$ cat src/rtl/mmio_kd_pkg.sv
// Package: register identities and fixed addresses of the keyboard/display window.
// Assumes a 16-bit address space; addresses are fixed by the system memory map.
package mmio_kd_pkg;
    localparam int NUM_REGS = 4;

    typedef enum logic [1:0] {
        REG_KSTAT = 2'd0,
        REG_KDATA = 2'd1,
        REG_DSTAT = 2'd2,
        REG_DDATA = 2'd3
    } reg_id_e;

    localparam logic [15:0] ADDR_KSTAT = 16'hF400;
    localparam logic [15:0] ADDR_KDATA = 16'hF401;
    localparam logic [15:0] ADDR_DSTAT = 16'hF3FC;
    localparam logic [15:0] ADDR_DDATA = 16'hF3FF;

    // Address of a register, indexed by its identity.
    function automatic logic [15:0] reg_addr(input int idx);
        case (idx)
            0:       return ADDR_KSTAT;
            1:       return ADDR_KDATA;
            2:       return ADDR_DSTAT;
            default: return ADDR_DDATA;
        endcase
    endfunction
endpackage

$ cat src/rtl/mmio_kd_decode.sv
// Module: address decoder. Compares the bus address against each fixed
// register address and qualifies the match with the read and write strobes.
// Assumes at most one strobe is meaningful per cycle; purely combinational.
module mmio_kd_decode
    import mmio_kd_pkg::*;
#(
    parameter int AW = 16
) (
    input  logic [AW-1:0]       addr,
    input  logic                rd,
    input  logic                wr,
    output logic [NUM_REGS-1:0] rd_hit,
    output logic [NUM_REGS-1:0] wr_hit,
    output logic                sel
);
    logic [NUM_REGS-1:0] hit;

    // One comparator per device register.
    for (genvar g = 0; g < NUM_REGS; g++) begin : g_cmp
        assign hit[g] = (addr == AW'(reg_addr(g)));
    end

    // Strobe qualification and claim signal.
    always_comb begin
        rd_hit = rd ? hit : '0;
        wr_hit = wr ? hit : '0;
        sel    = (rd | wr) & (|hit);
    end
endmodule

$ cat src/rtl/mmio_kd_kbd.sv
// Module: keyboard channel. Holds the last received character, the ready
// flag and the sticky overrun flag. Assumes in_valid is a one-cycle strobe
// per character and that data_rd/stat_rd are decoded, strobe-qualified reads.
module mmio_kd_kbd #(
    parameter int CW = 8
) (
    input  logic          clk,
    input  logic          rst_n,
    input  logic [CW-1:0] in_byte,
    input  logic          in_valid,
    input  logic          data_rd,
    input  logic          stat_rd,
    output logic          rdy,
    output logic          ovr,
    output logic [CW-1:0] data
);
    logic lost;

    // A character is lost only if the held one was neither read nor replaced-after-read.
    assign lost = in_valid & rdy & ~data_rd;

    // Capture character and maintain ready flag; arrival beats consumption.
    always_ff @(posedge clk) begin
        if (!rst_n) begin
            data <= '0;
            rdy  <= 1'b0;
        end else if (in_valid) begin
            data <= in_byte;
            rdy  <= 1'b1;
        end else if (data_rd) begin
            rdy  <= 1'b0;
        end
    end

    // Sticky overrun: a new loss wins over the clearing status read.
    always_ff @(posedge clk) begin
        if (!rst_n)       ovr <= 1'b0;
        else if (lost)    ovr <= 1'b1;
        else if (stat_rd) ovr <= 1'b0;
    end
endmodule

$ cat src/rtl/mmio_kd_disp.sv
// Module: display channel. Latches a written character, presents it with a
// valid/ready handshake and keeps the ready flag seen by software.
// Assumes data_wr is a decoded, strobe-qualified write to the data register.
module mmio_kd_disp #(
    parameter int CW = 8
) (
    input  logic          clk,
    input  logic          rst_n,
    input  logic          data_wr,
    input  logic [CW-1:0] wbyte,
    input  logic          out_ready,
    output logic          rdy,
    output logic          out_valid,
    output logic [CW-1:0] out_byte
);
    // Write launches a transfer; acknowledge completes it; write wins a tie.
    always_ff @(posedge clk) begin
        if (!rst_n) begin
            out_byte  <= '0;
            out_valid <= 1'b0;
            rdy       <= 1'b1;
        end else if (data_wr) begin
            out_byte  <= wbyte;
            out_valid <= 1'b1;
            rdy       <= 1'b0;
        end else if (out_valid && out_ready) begin
            out_valid <= 1'b0;
            rdy       <= 1'b1;
        end
    end
endmodule

$ cat src/rtl/mmio_kd.sv
// Module: memory-mapped keyboard/display register window (top).
// Decodes four fixed addresses, routes side-effecting accesses to the two
// channels and multiplexes read data. Assumes single-cycle bus accesses with
// combinational read data; side effects occur at the edge ending the access.
module mmio_kd
    import mmio_kd_pkg::*;
#(
    parameter int AW = 16,
    parameter int DW = 16,
    parameter int CW = 8
) (
    input  logic          clk,
    input  logic          rst_n,
    input  logic [AW-1:0] bus_addr,
    input  logic [DW-1:0] bus_wdata,
    input  logic          bus_rd,
    input  logic          bus_wr,
    output logic [DW-1:0] bus_rdata,
    output logic          bus_sel,
    input  logic [CW-1:0] kb_byte,
    input  logic          kb_valid,
    output logic [CW-1:0] dp_byte,
    output logic          dp_valid,
    input  logic          dp_ready
);
    localparam int RDY_BIT = DW - 1;
    localparam int OVR_BIT = DW - 2;

    logic [NUM_REGS-1:0] rd_hit;
    logic [NUM_REGS-1:0] wr_hit;
    logic                k_rdy;
    logic                k_ovr;
    logic [CW-1:0]       k_data;
    logic                d_rdy;

    mmio_kd_decode #(.AW(AW)) u_dec (
        .addr   (bus_addr),
        .rd     (bus_rd),
        .wr     (bus_wr),
        .rd_hit (rd_hit),
        .wr_hit (wr_hit),
        .sel    (bus_sel)
    );

    mmio_kd_kbd #(.CW(CW)) u_kbd (
        .clk      (clk),
        .rst_n    (rst_n),
        .in_byte  (kb_byte),
        .in_valid (kb_valid),
        .data_rd  (rd_hit[REG_KDATA]),
        .stat_rd  (rd_hit[REG_KSTAT]),
        .rdy      (k_rdy),
        .ovr      (k_ovr),
        .data     (k_data)
    );

    mmio_kd_disp #(.CW(CW)) u_disp (
        .clk       (clk),
        .rst_n     (rst_n),
        .data_wr   (wr_hit[REG_DDATA]),
        .wbyte     (bus_wdata[CW-1:0]),
        .out_ready (dp_ready),
        .rdy       (d_rdy),
        .out_valid (dp_valid),
        .out_byte  (dp_byte)
    );

    // Read multiplexer; unused bits and unselected cycles return zero.
    always_comb begin
        bus_rdata = '0;
        if (rd_hit[REG_KSTAT]) begin
            bus_rdata[RDY_BIT] = k_rdy;
            bus_rdata[OVR_BIT] = k_ovr;
        end
        if (rd_hit[REG_KDATA]) bus_rdata[CW-1:0] = k_data;
        if (rd_hit[REG_DSTAT]) bus_rdata[RDY_BIT] = d_rdy;
        if (rd_hit[REG_DDATA]) bus_rdata[CW-1:0] = dp_byte;
    end
endmodule

$ cat config.mk
export PLATFORM = sky130hd
export DESIGN_NAME = mmio_kd
export DESIGN_NICKNAME = d
export VERILOG_FILES = /design/src/rtl/mmio_kd_pkg.sv /design/src/rtl/mmio_kd_decode.sv /design/src/rtl/mmio_kd_kbd.sv /design/src/rtl/mmio_kd_disp.sv /design/src/rtl/mmio_kd.sv
export SDC_FILE = /design/constraint.sdc
export NUM_CORES = 1
export LEC_CHECK = 0
export ABC_CLOCK_PERIOD_IN_PS = 2029
export BUFFER_PORTS_ARGS = -buffer_cell sky130_fd_sc_hd__buf_4
export CELL_PAD_IN_SITES_DETAIL_PLACEMENT = 1
export CELL_PAD_IN_SITES_GLOBAL_PLACEMENT = 1
export CORE_UTILIZATION = 29
export DETAILED_ROUTE_END_ITERATION = 12
export PLACE_DENSITY_LB_ADDON = 0.1
export SYNTH_ARGS = -nofsm -noshare
export SYNTH_HDL_FRONTEND = slang
export SYNTH_HIERARCHICAL = 1
export SYNTH_SLANG_ARGS = --single-unit
$ cat constraint.sdc
create_clock -name clk -period 2.03 [get_ports clk]
set_input_delay 0.406 -clock clk [delete_from_list [all_inputs] [get_ports clk]]
set_output_delay 0.406 -clock clk [all_outputs]
set_load 0.05 [all_outputs]
Yosys cells after proc, flatten, opt, wreduce, memory -nomap -nowiden
Cells that the tools add are included.
- register bits: 20
- bits of input ports: 46
- output and inout port bits: 26
- word-level logic and storage cells: 34
- eq/ne operators: 4
- muxes and demuxes: 14
- bitwise gates (word level): 5
- reductions and logical operators: 5
- operator list (cell ; count):
    == test 16 bit, second input constant ; 4
    2-to-1 mux 8 bit ; 2
    2-to-1 mux 1 bit ; 9
    2-to-1 mux 4 bit ; 2
    nonzero test 2 bit ; 3
    OR reduction 4 bit ; 1
    bitwise AND 1 bit ; 3
    2-to-1 mux 2 bit ; 1
    logical AND 1 bit ; 1
    inverter 1 bit ; 1
    bitwise OR 1 bit ; 1

Logic depth before layout (Yosys ltp)
Gate-level depths: netlist of run 1.
- depth in word-level cells: 5
- depth in mapped cells: 8
- gate-level depth less buffers: 6

Cells and area by module
The synthesis of run 1 kept the hierarchy.
- by module, submodules not included (module ; times used ; cells each ; area each (µm²) ; sequential area each (µm²)):
    mmio_kd_kbd ; 1 ; 32 ; 376.6 ; 200.2
    mmio_kd_disp ; 1 ; 31 ; 365.4 ; 200.2
    mmio_kd_decode ; 1 ; 30 ; 190.2 ; 0.0
    mmio_kd ; 1 ; 24 ; 177.7 ; 0.0

Worst setup path before layout of run 1
Ideal clock, no wire load.
- path kind: input port to output port
- start point: input port bus_addr[11]
- end point: output port bus_rdata[15]
- arrival: 2.237 ns
- data required time: 1.624 ns
- setup slack: -0.613 ns
- stages: 6
- path buffers: 0
- cell sequence: nand3b_4 nor3_2 nand4_2 nor3_1 nand2_1 o21ai_0
- word-level cells in the longest chain between the ends: 4
- elaborated cells between the ends (all ways): 5
- classes of those cells: 2 x eq/ne; 3 x mux
- ends and longest elaborated chain (what ; RTL line ; RTL):
    from (decl) ; mmio_kd.sv:14 ; input logic [AW-1:0] bus_addr,
    == test 16 bit ; mmio_kd_decode.sv:20 ; assign hit[g] = (addr == AW'(reg_addr(g)));
    2-to-1 mux 4 bit ; mmio_kd_decode.sv:25 ; rd_hit = rd ? hit : '0;
    via rd_hit[0] ; mmio_kd.sv:29 ; logic [NUM_REGS-1:0] rd_hit;
    2-to-1 mux 2 bit ; mmio_kd.sv:71 ; if (rd_hit[REG_KSTAT]) begin
    2-to-1 mux 1 bit ; mmio_kd.sv:76 ; if (rd_hit[REG_DSTAT]) bus_rdata[RDY_BIT] = d_rdy;
    to (decl) ; mmio_kd.sv:18 ; output logic [DW-1:0] bus_rdata,
The timed path passes the listed nets, and every way through them passes these cells.

Worst setup path in the final report of run 1
Same ends and word-level chain as after synthesis.

==> results by group, run 1 <==
Synthesis
  • Synth Area per Inst: between 9 and 10 µm²
  • Post-Syn Area: 1097 µm²
  • Syn Inst Count: around 110
  • Yosys warns: 6

Placed design
  • Post-detail-place hpwl: about 2300 µm
  • DP Worst Slack: -0.2473 ns
  • Buffers on Ports: 57
  • Final Wtd Congestion: just over 0.7

Drt
  • # DRC: 0
  • Number of vias per cell: 4.496
  • Detailed Routing Iterations Pass 1: 3
  • Final Routed Wirelength: between 3000 and 4000 µm
  • Via Count: 1052
  • Remaining antenna violation count: 0
  • Iter 0 DRT Violations: 23
  • Drt wl/cell: ~14 µm

Setup path
  • CP required: 1.62 ns
  • Critical Path Source Type: input port
  • Crit end category: output port
  • CP Class: input port to output port
  • Critical path fanouts, max: 3
  • Arr. time, crit path: 1.78 ns

GRT
  • GRT overflow: 0
  • Initial antenna violation count: 0
  • First-pass GRT wire length: around 5500 µm
  • Vias in the first global route: 1146
  • Gr usage total: 17.46%
  • Pin count of the biggest net entering global routing: 22

STA
  • F_max: 457.1 MHz
  • Final hold violations: 0
  • Final Max Tran Viols: 0
  • Setup ws final: -0.1576 ns
  • Final Critical Period: 2.188 ns
  • Final setup viols: 11
  • RSZ-0062 raised after global routing: true
  • Final clock skew: 0.005092 ns
  • Final worst-path cycle share: 107.8%
  • Setup TNS: -1.154 ns

Clock network
  • CTS tree: yes
  • Clock latency on the worst-skew pair: around 0.26 ns
  • CTS sink count: 20
  • # hold bufs at CTS: 0
  • H-tree depth: 1
  • CTS root buffer: clkbuf_8
  • Total CTS buffers: 3
  • Clock Tree Buf Depth: 2
  • Clk pin slew, worst setup/hold paths: ~0.08 ns

Floorplanning
  • Full die area: 4034 µm²
  • Core area: 3468 µm²
  • Standard-cell rows: 21
  • I/O pin total: just over 70
  • Die height: approximately 64 µm
  • Die width: 63.51 µm
  • Starting Density: a little under a third

Power
  • Pleak: 0.0008659 µW
  • Maximum VDD drop: 0.2280 mV
  • Power density over the cells: 515.9 nW/µm²

Cells and area
  • # fillers: just over 400
  • Share of layout cells above drive strength 1: 54.79%
  • Layout Nets: 235
  • Area grow syn2layout: 70.01%
  • Number of diodes: 0

Run
  • MaxCap Viol Count: 0

Outcome
  • Failing checks: negative setup slack
  • Outcome: finished with violations

Worst hold path
  • Type of the worst min-delay path: input port to register
state kept, by name (all words and copies together) (netlist names):
| name | count |
|---|---|
| u_kbd/ovr | 1 |
| u_disp/rdy | 1 |
| u_kbd/data | 8 |
| u_kbd/rdy | 1 |
| u_disp/out_valid | 1 |
| u_disp/out_byte | 8 |
report_power, final:
| part | leakage, µW | total [µW] | internal [µW] | switching (µW) |
|---|---|---|---|---|
| combinational | 0.000667 | 150 | 76.8 | 72.9 |
| clock | 0.0000357 | 400 | 263 | 137 |
| sequential | 0.000163 | 413 | 404 | 8.16 |
| total | 0.000866 | 962 | 744 | 218 |
worst max-delay path, stage by stage:
cell and delay [ns]:
buf_6 0.09, nand3b_4 0.16, nor3_4 0.24, nand4_4 0.15
buf_4 0.18, nor3_4 0.15, nand2_1 0.10, o21ai_2 0.14
buf_6 0.17
layout make-up:
cell class	count	area, µm²	area share (%)
Multi-Input combinational cell	86	698.2	37.42
Inverter	2	7.507	0.4024
Sequential cell	20	400.4	21.46
Timing Repair Buffer	76	630.6	33.80
Tap cell	46	57.56	3.085
Clock inverter	1	30.03	1.610
Clock buffer	3	41.29	2.213
layer usage:
metal	track usage [%]	up-vias	routed length (µm)
li1	-	530	-
met1	22.34	489	1454
met2	30.19	31	1730
met3	2.717	2	158
met4	4.261	0	8
met5	0	-	0
cells in the final DEF, fill, tap and decap left out, drive strengths merged:
cell type,instances
a21oi,1
a22o,7
a22oi,1
a31o,1
and2,1
and3,1
and3b,1
and4,1
and4b,2
buf,76
bufinv,1
clkbuf,3
conb,6
dfxtp,20
inv,2
mux2i,16
nand2,10
nand3b,1
nand4,2
nor2,6
nor2b,19
nor3,3
nor4b,1
o21a,2
o21ai,3
xnor2,1
worst paths after layout:
check / startpoint / to / slack (ns) / cells past startpoint
max: bus_addr[11] / bus_rdata[15] / -0.16 / 9
min: kb_byte[4] / u_kbd/data[4] / 0.40 / 3
max reg2reg: u_kbd/rdy / u_kbd/ovr / 1.23 / 2
min reg2reg: u_kbd/data[0] / u_kbd/data[0] / 0.54 / 2
per-stage QoR:
step	instance area, µm²	total power [µW]	cells	hold slack, ns	utilization [%]
2_1_floorplan	1137	492.3	119	0.4790	-
3_3_place_gp	1604	554.0	221	0.5073	46.25
3_5_place_dp	1604	558.8	221	0.5311	46.25
4_1_cts	1837	971.5	231	0.3991	52.96
5_1_grt	1866	1010	234	0.4038	53.79
6_report	1866	962.4	234	0.4005	53.79
timing repair:
| item | 4_1_cts | 5_1_grt |
|---|---|---|
| pin swaps | 7 | 7 |
| gates resized for setup | 28 | 2 |
| endpoints found under the setup margin | 10 | 11 |
| cloned | 1 | 0 |
| setup buffers | 5 | 4 |
| endpoints found under the hold margin | 0 | 0 |
Note: power is estimated with default switching activity, not from simulation.
==> run 2: changes to the inputs <==
Settings changed: PLACE_DENSITY set to 0.75, PLACE_DENSITY_LB_ADDON 0.1 to not set.
==> results by group, run 2 (synthesis gave the netlist of run 1 again) <==
Outcome
  • Outcome: finished with violations
  • Failing checks: negative setup slack

Drt
  • Highest Signal Layer: met4
  • Iter 0 DRT Violations: 24 (+4.3%)
  • Met2 wire length: 1810 µm (+4.6%)
  • Final Routed Wirelength: 3456 µm (+3.1%)
  • Met3 wire length: 142 µm (-10%)
  • Via Count: 1061 (+0.86%)
  • Remaining antenna violation count: 0 (unchanged)
  • Drt wl/cell: 15.22 µm (+6.3%)
  • # DRC: 0 (unchanged)
  • DRT met1 WL: 1454 µm (unchanged)
  • Detailed Routing Iterations Pass 1: 4 (+1)
  • Number of vias per cell: 4.674 (+4.0%)

GRT
  • GRT overflow: 0 (unchanged)
  • Pin count of the biggest net entering global routing: 22 (unchanged)
  • Gr usage total: 17.55% (+0.094 points)
  • Initial antenna violation count: 0 (unchanged)
  • First-pass GRT wire length: 5388 µm (-2.3%)
  • Vias in the first global route: 1072 (-6.5%)

Clock network
  • Total CTS buffers: 3 (unchanged)
  • Clock latency on the worst-skew pair: 0.26 ns (about the same)
  • CTS tree: yes
  • H-tree depth: 1 (unchanged)
  • CTS sink count: 20 (unchanged)
  • Clock Tree Buf Depth: 2 (unchanged)
  • CTS root buffer: clkbuf_8
  • Clk pin slew, worst setup/hold paths: 0.07 ns (about the same)

STA
  • RSZ-0062 raised after global routing: true
  • Final worst-path cycle share: 108.6% (+0.79 points)
  • Final Max Tran Viols: 0 (unchanged)
  • Setup ws final: -0.1736 ns (-0.01598 ns)
  • F_max: 453.8 MHz (-0.73%)
  • Final Critical Period: 2.204 ns (+0.01598 ns)
  • Final hold violations: 0 (unchanged)
  • Final clock skew: 0.0004148 ns (-0.004677 ns)
  • Final setup viols: 11 (unchanged)

Power
  • Total internal power: 611.1 µW (-18%)
  • Switching part of the total power: 24.92% (+2.2 points)
  • Comb pwr share: 17.8% (+2.2 points)
  • Part of the power in registers: 50.7% (+7.8 points)
  • Clock share of power: 31.5% (-10 points)
  • Maximum VDD drop: 0.5257 mV (+130%)
  • Total Power: 814.0 µW (-15%)
  • Sw power: 202.8 µW (-7.1%)
  • Pleak: 0.0008272 µW (-4.5%)
  • Power density over the cells: 453.3 nW/µm² (-12%)

Setup path
  • Crit end category: output port
  • WP buf/inv: 2 (-1)
  • Cell family with most CP delay: simple AND/OR/NAND/NOR gates
  • CP Class: input port to output port
  • Slowest cell on the critical path: and4b_1
  • Crit-path max cell delay: 0.27 ns (+0.03 ns)
  • Cell mode on critical path: and4b_1
  • CP required: 1.62 ns (about the same)
  • Critical Path Source Type: input port
  • R2R setup slack: 1.24 ns (about the same)
  • Reg2Reg Depth: 2 (unchanged)
  • Reg-to-Reg End: u_kbd/ovr
  • Arr. time, crit path: 1.80 ns (+0.02 ns)
  • Critical path, cell by cell: buf_4 > and4b_1 > and4b_1 > nand2_2 > nor2_4 > nor2b_4 > a22o_2 > buf_6
  • Reg2reg start: u_kbd/ovr
  • Critical path fanouts, max: 7 (+4)

Floorplanning
  • Core area: 3468 µm² (unchanged)
  • Starting Density: 31.64% (unchanged)
  • Die height: 63.51 µm (unchanged)
  • Die width: 63.51 µm (unchanged)
  • Standard-cell rows: 21 (unchanged)
  • I/O pin total: 72 (unchanged)
  • Full die area: 4034 µm² (unchanged)

Cells and area
  • Commonest cells after routing, fill and taps aside: buf_4 (56), dfxtp_1 (20), nor2b_1 (18)
  • Area grow syn2layout: 63.63%
  • Layout Nets: 229 (-2.6%)
  • Number of diodes: 0 (unchanged)
  • Regs by FF count: u_disp/out_byte (8), u_kbd/data (8)
  • Commonest non-fill, non-tap cell in the layout: buf_4
  • Post-route insts no fill: 227 (-3.0%)
  • Share of layout cells above drive strength 1: 52.49% (-2.3 points)

Worst hold path
  • Hold depth: 3 (unchanged)
  • Worst hold start: bus_wdata[4]
  • Type of the worst min-delay path: input port to register
  • Hold Path Sink: u_disp/out_byte[4]

Placed design
  • Dpl cells: 220 (-0.45%)
  • Final Wtd Congestion: 0.7632 (+8.4%)
  • Post-detail-place hpwl: 2574 µm (+9.6%)
  • Buffers on Ports: 57 (unchanged)

Run
  • MaxCap Viol Count: 0 (unchanged)
-- run 2: area by class of cell --
type,count,area (µm²)
clock buffer,3,41.29
fill,402,1673
inverter,2,7.507
multi-input combinational,86,694.4
sequential,20,400.4
tap,46,57.56
timing repair buffer,70,594.3
-- run 2: worst max-delay path by stage --
stage	cells after the start	from	end
2_1_floorplan	8	bus_addr[10]	bus_rdata[6]
3_3_place_gp	8	bus_addr[11]	bus_rdata[6]
3_5_place_dp	8	bus_addr[11]	bus_rdata[4]
4_1_cts	8	bus_addr[10]	bus_rdata[4]
5_1_grt	8	bus_addr[10]	bus_rdata[6]
6_report	8	bus_addr[10]	bus_rdata[6]
-- run 2: layer usage --
layer,track usage [%],up-vias
li1,-,518
met1,20.41,504
met2,30.72,33
met3,4.167,6
met4,6.534,0
met5,0,-
-- run 2: metrics by stage --
| stage | hold WS (ns) | setup WS [ns] | TNS (ns) | instance area, µm² | util (%) |
|---|---|---|---|---|---|
| final | 0.4001 | -0.1736 | -1.440 | 1795 | 51.77 |
| after global routing | 0.4048 | -0.2432 | -2.165 | 1795 | 51.77 |
| after CTS | 0.3983 | -0.1483 | -0.9945 | 1740 | 50.18 |
| after detailed placement | 0.5197 | -0.2190 | -1.754 | 1609 | 46.39 |
| after global placement | 0.5046 | -0.1687 | -1.394 | 1609 | 46.39 |
| after floorplan | 0.4790 | -0.009662 | -0.009662 | 1137 | - |
-- run 2: worst min-delay path, delay by kind of cell --
family / cells / cell delay (ns)
AND/OR/NAND/NOR: 1 / 0.09
multiplexers: 1 / 0.05
buffers and inverters: 1 / 0.08
-- run 2: power groups by stage --
| stage | sequential [µW] | combinational, µW | clock, µW |
|---|---|---|---|
| floorplan | 418 | 74.6 | 0 |
| global placement | 420 | 132 | 0 |
| detailed placement | 421 | 137 | 0 |
| CTS | 412 | 141 | 268 |
| global route | 414 | 156 | 287 |
| finish | 412 | 145 | 257 |
-- run 2: timing repair --
action | in CTS | in global routing
pin swaps | 2 | 3
endpoints found under the hold margin | 0 | 0
hold buffers | 0 | 0
buffers inserted | 4 | 3
gates resized for setup | 18 | 9
setup endpoints to repair | 10 | 11
